File: config.mk
export PLATFORM = sky130hd
export DESIGN_NAME = wp_guard
export DESIGN_NICKNAME = d
export VERILOG_FILES = /design/src/rtl/wpg_pkg.sv /design/src/rtl/wpg_decode.sv /design/src/rtl/wpg_store.sv /design/src/rtl/wpg_compare.sv /design/src/rtl/wp_guard.sv
export SDC_FILE = /design/constraint.sdc
export NUM_CORES = 1
export LEC_CHECK = 0
export ABC_AREA = 1
export BUFFER_PORTS_ARGS = -buffer_cell sky130_fd_sc_hd__buf_4
export CAP_MARGIN = 40
export CORE_ASPECT_RATIO = 1.5
export CORE_MARGIN = 2
export CORE_UTILIZATION = 34
export CTS_CLUSTER_SIZE = 25
export DETAILED_ROUTE_END_ITERATION = 7
export SYNTH_ARGS = -nofsm -noshare
export SYNTH_HDL_FRONTEND = slang
export SYNTH_SLANG_ARGS = --single-unit
File: constraint.sdc
create_clock -name clk -period 1.7 [get_ports clk]
set_input_delay 0.255 -clock clk [delete_from_list [all_inputs] [get_ports clk]]
set_output_delay 0.255 -clock clk [all_outputs]
set_load 0.05 [all_outputs]
File: src/rtl/wpg_pkg.sv
// Package: shared command type for the write-protect boundary block.
// Assumes the decoder produces exactly one command per completed frame.
package wpg_pkg;
    typedef enum logic [2:0] {
        CMD_NONE  = 3'd0,
        CMD_READ  = 3'd1,
        CMD_ARM   = 3'd2,
        CMD_LOAD  = 3'd3,
        CMD_CLEAR = 3'd4,
        CMD_LOCK  = 3'd5
    } wpg_cmd_e;
endpackage

File: src/rtl/wpg_decode.sv
// Module: wpg_decode
// Turns one frame (opcode, address field, side-band levels) into a
// boundary-register command. Write-type commands need pe high; read does not.
// Assumes inputs are stable in the cycle frame_done is sampled.
module wpg_decode
    import wpg_pkg::*;
#(
    parameter int AW  = 6,
    parameter int OPW = 2
) (
    input  logic [OPW-1:0] op,
    input  logic [AW-1:0]  addr,
    input  logic           pe,
    input  logic           prot_sel,
    output wpg_cmd_e       cmd
);
    localparam logic [AW-1:0] ADDR_ONES  = '1;
    localparam logic [AW-1:0] ADDR_ZEROS = '0;

    // Purpose: map the opcode and address qualifiers to a command.
    always_comb begin
        cmd = CMD_NONE;
        if (prot_sel) begin
            unique case (op)
                2'b10: cmd = CMD_READ;
                2'b01: cmd = pe ? CMD_LOAD : CMD_NONE;
                2'b11: cmd = (pe && addr == ADDR_ONES) ? CMD_CLEAR : CMD_NONE;
                2'b00: begin
                    if (pe && addr[AW-1 -: 2] == 2'b11)
                        cmd = CMD_ARM;
                    else if (pe && addr == ADDR_ZEROS)
                        cmd = CMD_LOCK;
                end
                default: cmd = CMD_NONE;
            endcase
        end
    end
endmodule

File: src/rtl/wpg_store.sv
// Module: wpg_store
// Holds the boundary, its valid flag, the one-time lock flag and the arm flag.
// Acts only on frame_done. Assumes rst_n is the power-on reset; chip-select
// resets are not wired here, so the state survives them.
module wpg_store
    import wpg_pkg::*;
#(
    parameter int AW = 6
) (
    input  logic          clk,
    input  logic          rst_n,
    input  logic          frame_done,
    input  wpg_cmd_e      cmd,
    input  logic [AW-1:0] addr,
    input  logic          pe,
    input  logic          mem_wen,
    output logic [AW-1:0] bound,
    output logic          bound_valid,
    output logic          lock_flag
);
    localparam logic [AW-1:0] BOUND_IDLE = '1;

    logic armed;
    logic may_change;

    assign may_change = frame_done && armed && mem_wen && !lock_flag;

    // Purpose: arm flag lives for exactly one following frame.
    always_ff @(posedge clk) begin
        if (!rst_n)
            armed <= 1'b0;
        else if (frame_done)
            armed <= (cmd == CMD_ARM) && !lock_flag;
    end

    // Purpose: update boundary and valid flag on an armed load or clear.
    always_ff @(posedge clk) begin
        if (!rst_n) begin
            bound       <= BOUND_IDLE;
            bound_valid <= 1'b0;
        end else if (may_change && cmd == CMD_LOAD) begin
            bound       <= addr;
            bound_valid <= 1'b1;
        end else if (may_change && cmd == CMD_CLEAR) begin
            bound       <= BOUND_IDLE;
            bound_valid <= 1'b0;
        end
    end

    // Purpose: set the permanent lock; only power-on reset clears it.
    always_ff @(posedge clk) begin
        if (!rst_n)
            lock_flag <= 1'b0;
        else if (frame_done && cmd == CMD_LOCK)
            lock_flag <= 1'b1;
    end

    AST_LOCK_STICKY: assert property (@(posedge clk) disable iff (!rst_n)
        lock_flag |=> lock_flag);
    AST_LOCK_FROZEN: assert property (@(posedge clk) disable iff (!rst_n)
        lock_flag |=> ($stable(bound) && $stable(bound_valid)));
    AST_PE_LOW_HOLD: assert property (@(posedge clk) disable iff (!rst_n)
        !pe |=> ($stable(bound) && $stable(bound_valid) && $stable(lock_flag)));
    AST_IDLE_HOLD: assert property (@(posedge clk) disable iff (!rst_n)
        !frame_done |=> ($stable(bound) && $stable(bound_valid) && $stable(lock_flag)));
endmodule

File: src/rtl/wpg_compare.sv
// Module: wpg_compare
// Decides whether a single-word write or a whole-array fill may proceed.
// Assumes the boundary is inclusive: addresses >= bound are protected.
module wpg_compare #(
    parameter int AW = 6
) (
    input  logic [AW-1:0] chk_addr,
    input  logic [AW-1:0] bound,
    input  logic          bound_valid,
    input  logic          pe,
    output logic          wr_ok,
    output logic          fill_ok
);
    logic in_range;

    // Purpose: inclusive threshold compare and pe gating.
    always_comb begin
        in_range = bound_valid && (chk_addr >= bound);
        wr_ok    = pe && !in_range;
        fill_ok  = pe && !bound_valid;
    end

    always_comb begin
        AST_WR_BLOCK: assert (!(bound_valid && chk_addr >= bound && wr_ok));
        AST_FILL_BLOCK: assert (!(bound_valid && fill_ok));
    end
endmodule

File: src/rtl/wp_guard.sv
// Module: wp_guard (top)
// Write-protect boundary register with permanent lock: decodes register
// commands, stores state, and answers write-permission queries.
// Assumes frame_done is a single-cycle strobe from the serial front end.
module wp_guard
    import wpg_pkg::*;
#(
    parameter int AW  = 6,
    parameter int OPW = 2
) (
    input  logic           clk,
    input  logic           rst_n,
    input  logic           frame_done,
    input  logic [OPW-1:0] op,
    input  logic [AW-1:0]  addr,
    input  logic           pe,
    input  logic           prot_sel,
    input  logic           mem_wen,
    input  logic [AW-1:0]  chk_addr,
    output logic [AW-1:0]  prot_value,
    output logic           prot_valid,
    output logic           locked,
    output logic           wr_ok,
    output logic           fill_ok
);
    wpg_cmd_e cmd;

    wpg_decode #(.AW(AW), .OPW(OPW)) u_dec (
        .op(op), .addr(addr), .pe(pe), .prot_sel(prot_sel), .cmd(cmd)
    );

    wpg_store #(.AW(AW)) u_store (
        .clk(clk), .rst_n(rst_n), .frame_done(frame_done), .cmd(cmd),
        .addr(addr), .pe(pe), .mem_wen(mem_wen),
        .bound(prot_value), .bound_valid(prot_valid), .lock_flag(locked)
    );

    wpg_compare #(.AW(AW)) u_cmp (
        .chk_addr(chk_addr), .bound(prot_value), .bound_valid(prot_valid),
        .pe(pe), .wr_ok(wr_ok), .fill_ok(fill_ok)
    );

    AST_LOCK_NEEDS_CMD: assert property (@(posedge clk) disable iff (!rst_n)
        $rose(locked) |-> $past(frame_done && prot_sel && pe));
endmodule

* Word level (Yosys, flattened, before mapping)
Index checks and enable logic that the tools add are counted.
Operators by class: add/sub/neg operators 0, $mul 0, divide/modulo/power cells 0, order comparisons 1, equality and inequality tests 9, shift operators 0, muxes and demuxes 10, bitwise gates (word level) 0, reductions and logical operators 19
Operators by type and width (number):
- $logic_and 1x1->1 | 13
- $mux 3 | 4
- $mux 6 | 2
- $pmux 3 s4 | 1
- $eq 2x2->1 const B | 3
- $eq 3x2->1 const B | 2
- $eq 3x3->1 const B | 2
- $eq 6x6->1 const B | 1
- $ge 6x6->1 | 1
- $logic_not 6->1 | 1
- $logic_not 1->1 | 3
- $eq 2x1->1 const B | 1
- $logic_not 2->1 | 1
- $mux 1 | 2
- $mux 2 | 1
- $reduce_bool 2->1 | 1
Word-level totals: bits in registers 9, latch bits 0, memory bits (writable) 0, bits in read-only memories 0, input port bits 20, output and inout port bits 10, logic and storage cells 43, memories kept 0

* Longest topological paths before layout
depth after elaboration 10, depth in mapped cells 10, mapped depth without buffers 10

* Cells and area by module
From an unflattened synthesis, not the netlist that was laid out.
Unflattened totals: cells, all modules 121, area, all modules 785.8 µm²
By module, submodules not included:
- wpg_store | instances 1, cells each 60, area an instance 481.7 µm²
- wpg_compare | instances 1, cells each 33, area an instance 180.2 µm²
- wpg_decode | instances 1, cells each 28, area an instance 123.9 µm²

* Least setup slack after synthesis
Ideal clock, no wire load.
kind flip-flop to output port, from register u_store.bound[1], to output port wr_ok, data arrival time 2.132 ns, required time 1.445 ns, path slack -0.687 ns, stages on the path, launching flop included 8, cell sequence dfxtp_1 inv_1 ha_1 inv_1 nor2_1 o211ai_1 o2111ai_1 a21oi_1
Between the ends: longest elaborated chain between the ends 4
Ends and longest elaborated chain:
- from (decl) | line wpg_store.sv:17 | output logic [AW-1:0] bound,
- from (signal assigned) | line wpg_store.sv:42 | bound <= addr;
- $ge 6x6->1 | line wpg_compare.sv:18 | in_range = bound_valid && (chk_addr >= bound);
- $logic_and 1x1->1 | line wpg_compare.sv:18
- $logic_not 1->1 | line wpg_compare.sv:19 | wr_ok = pe && !in_range;
- $logic_and 1x1->1 | line wpg_compare.sv:19
- to (decl) | line wp_guard.sv:23 | output logic wr_ok,
Every way passes these cells.

* Final worst setup path
Same ends and word-level chain as after synthesis.

==> results.py <==
metrics = {
    "clock_tree": {
        "cts_htree_levels": 1,
        "cts.clk_slew.worst_paths_ns": 0.05,
        "root_buffer": "clkbuf_4",
        "cts_tree": "built",
        "post-cts-setup-buffers": 0,
        "clock_path_buffers": 2,
        "numCtsBuffers": 3,
        "ctsHoldBuffers": 0,
        "clock_latency_ns": 0.25,
        "clkSinkCount": 9,
    },
    "layout": {
        "final_cells": 171,
        "layout-drive-gt1-share_pct": 43.6,
        "fin_nets": 176,
        "finish.instance_area_mm2": 0.00112,
        "n_antenna_cell": 0,
        "fin_util_pct": 55.1,
        "area_growth_pct": 51.7,
    },
    "detailed_routing": {
        "drc_errors": 0,
        "dr.pass1.iters": 4,
        "avgViaCountPerCell": 4.73,
        "finalWirelength_mm": 1.81,
        "wire_per_inst_um": 10.6,
        "first_iter_violations": 14,
        "vias": 808,
        "drt.antenna.violating_nets": 0,
    },
    "power_and_ir_drop": {
        "fin_total_pwr_uw": 473,
        "ir_worst_vdd_mv": 0.249,
        "p_per_area_mw_per_mm2": 423,
        "p_leak_uw": 0.000558,
    },
    "placement": {
        "dpl-instance-area_mm2": 0.00106,
        "place_inst": 167,
        "portBuffers": 29,
        "gp_congestion": 0.764,
        "hpwl_mm": 1.62,
    },
    "timing": {
        "final-setup-viol-count": 1,
        "timing.slew.headroom_pct": 83.7,
        "rsz0062_at_grt": "yes",
        "setup-tns-final_ns": -0.197,
        "max_freq_mhz": 527,
        "tightest_slew_ns": 0.244,
        "layout_min_cycle_time_ns": 1.90,
        "hold_viol_final": 0,
        "period_share_pct": 112,
        "fin_skew_ns": 0.000478,
        "fin_ws_ns": -0.197,
        "final_max_slew_viol_count": 0,
    },
    "critical_path": {
        "worstSetupStartpointType": "register",
        "crit_path_end_kind": "output port",
        "arrival_ns": 1.64,
        "critPathKind": "reg -> out",
        "required_ns": 1.44,
        "crit_path_max_fanout": 2,
    },
    "yosys": {
        "syn-cell-area_um2": 736,
        "yosysMostFrequentCell": "nand2_1",
        "yosys-top-cells-area": "dfxtp_1, nand2_1, inv_1",
        "ys_warn_count": 0,
        "yosysUniqueCellTypes": 20,
        "yosysSeqAreaShare_pct": 24.5,
        "synth_ff_type": "dfxtp_1",
        "synth_fp_nets": 142,
        "ys_ff_latch": 9,
        "synth_top_cell_by_area": "dfxtp_1",
        "synth_top_area_share_pct": 24.5,
        "synth.avg_cell_area_um2": 6.34,
        "synth_edf_count": 0,
        "synth_async_sr_flop_share_pct": 0,
        "netlist_instances": 116,
        "synth_commonest_cells": "nand2_1, inv_1, nand3_1",
    },
    "global_routing": {
        "grt_max_degree": 8,
        "grt-ovfl-total": 0,
        "grt_first_pass_wirelength_mm": 3.14,
        "first_global_vias": 823,
        "antenna_found_initial": 0,
        "track_usage_pct": 16.4,
    },
    "die": {
        "ios": 30,
        "core_area_mm2": 0.00203,
        "dieArea_mm2": 0.00256,
        "die_h_um": 61.0,
        "placementRows": 20,
        "start_util_pct": 36.3,
        "die_w_um": 42.0,
    },
    "run_status": {
        "failed_checks": "negative setup slack",
        "status": "finished with violations",
    },
    "run": {
        "drv_cap": 0,
    },
    "hold_path": {
        "hold_path.class": "in -> reg",
    },
}
[routing by layer]
layer  GRT usage [%]  up-vias  share of wire [%]
li1                -      436                  -
met1            14.2      347                 37
met2            34.6       23                 57
met3            1.79        2                4.6
met4            11.1        0                1.9
met5               0        -                  0
[what timing repair did]
action | 4_1_cts | 5_1_grt
resized for setup | 7 | 0
pin swaps | 4 | 0
endpoints found under the setup margin | 1 | 1
endpoints found under the hold margin | 0 | 0
[cells in the final DEF, fill, tap and decap left out]
master	n
nand3_2	1
buf_4	28
a21oi_1	5
inv_1	15
a21oi_2	1
and2_1	1
clkbuf_4	3
nand2_1	26
inv_4	1
nor2_4	2
o2111ai_2	1
nor2_1	12
dfxtp_4	5
ha_1	1
ha_4	5
dfxtp_2	1
buf_6	1
nand3_1	15
a21oi_4	1
nand2_4	2
nand2_2	4
nand4_1	2
o211ai_1	1
nor3_1	1
nand3b_1	1
nor2_2	2
inv_2	7
dfxtp_1	3
clkbuf_1	1
[area by class of cell]
cell class	instances	area, um^2
fill	208	911
clock buffer	4	26.3
sequential	9	200
inverter	23	88.8
timing repair buffer	29	221
multi-input combinational	84	552
tap	22	27.5
[cell families after synthesis]
family | share of synthesized area (%)
and+or+nand+nor | 46.1
buffers and inverters | 11.7
AOI/OAI and AO/OA | 7.48
DFF | 24.5
adders and majority gates | 10.2
[stage by stage]
stage | hold WS (ns) | worst slack, ns
floorplan | 0.323 | -0.0469
global placement | 0.463 | 0.0496
detailed placement | 0.478 | -0.0651
CTS | 0.210 | -0.213
global route | 0.207 | -0.247
finish | 0.218 | -0.197
[critical path, cell delays in order, from the launching register on]
cell and delay, ns:
dfxtp_4 0.36, inv_4 0.04, ha_4 0.21, inv_2 0.04, nor2_1 0.03, o211ai_1 0.21, o2111ai_2 0.19, a21oi_4 0.17
buf_6 0.17
[final timing paths]
kind | startpoint | to | slack [ns] | cells past startpoint
setup reg to reg | u_store.armed$_SDFFE_PN0P_ | u_store.bound[4]$_SDFFE_PN1P_ | 0.54 | 8
hold reg to reg | u_store.armed$_SDFFE_PN0P_ | u_store.armed$_SDFFE_PN0P_ | 0.48 | 2
hold / removal | rst_n | u_store.bound[1]$_SDFFE_PN1P_ | 0.22 | 2
setup / recovery | u_store.bound[1]$_SDFFE_PN1P_ | wr_ok | -0.20 | 8
[sequential cells by signal (all words and copies together) (netlist names)]
register,count
u_store.armed,1
u_store.bound_valid,1
u_store.lock_flag,1
u_store.bound,6
[report_power, final]
group,switching (uW),leakage [uW],internal [uW]
Combinational,62.6,0.000472,53.9
Clock,62.9,0.0000150,89.7
Sequential,0.225,0.0000717,203
No activity file was read; power rests on OpenSTA's default activity.
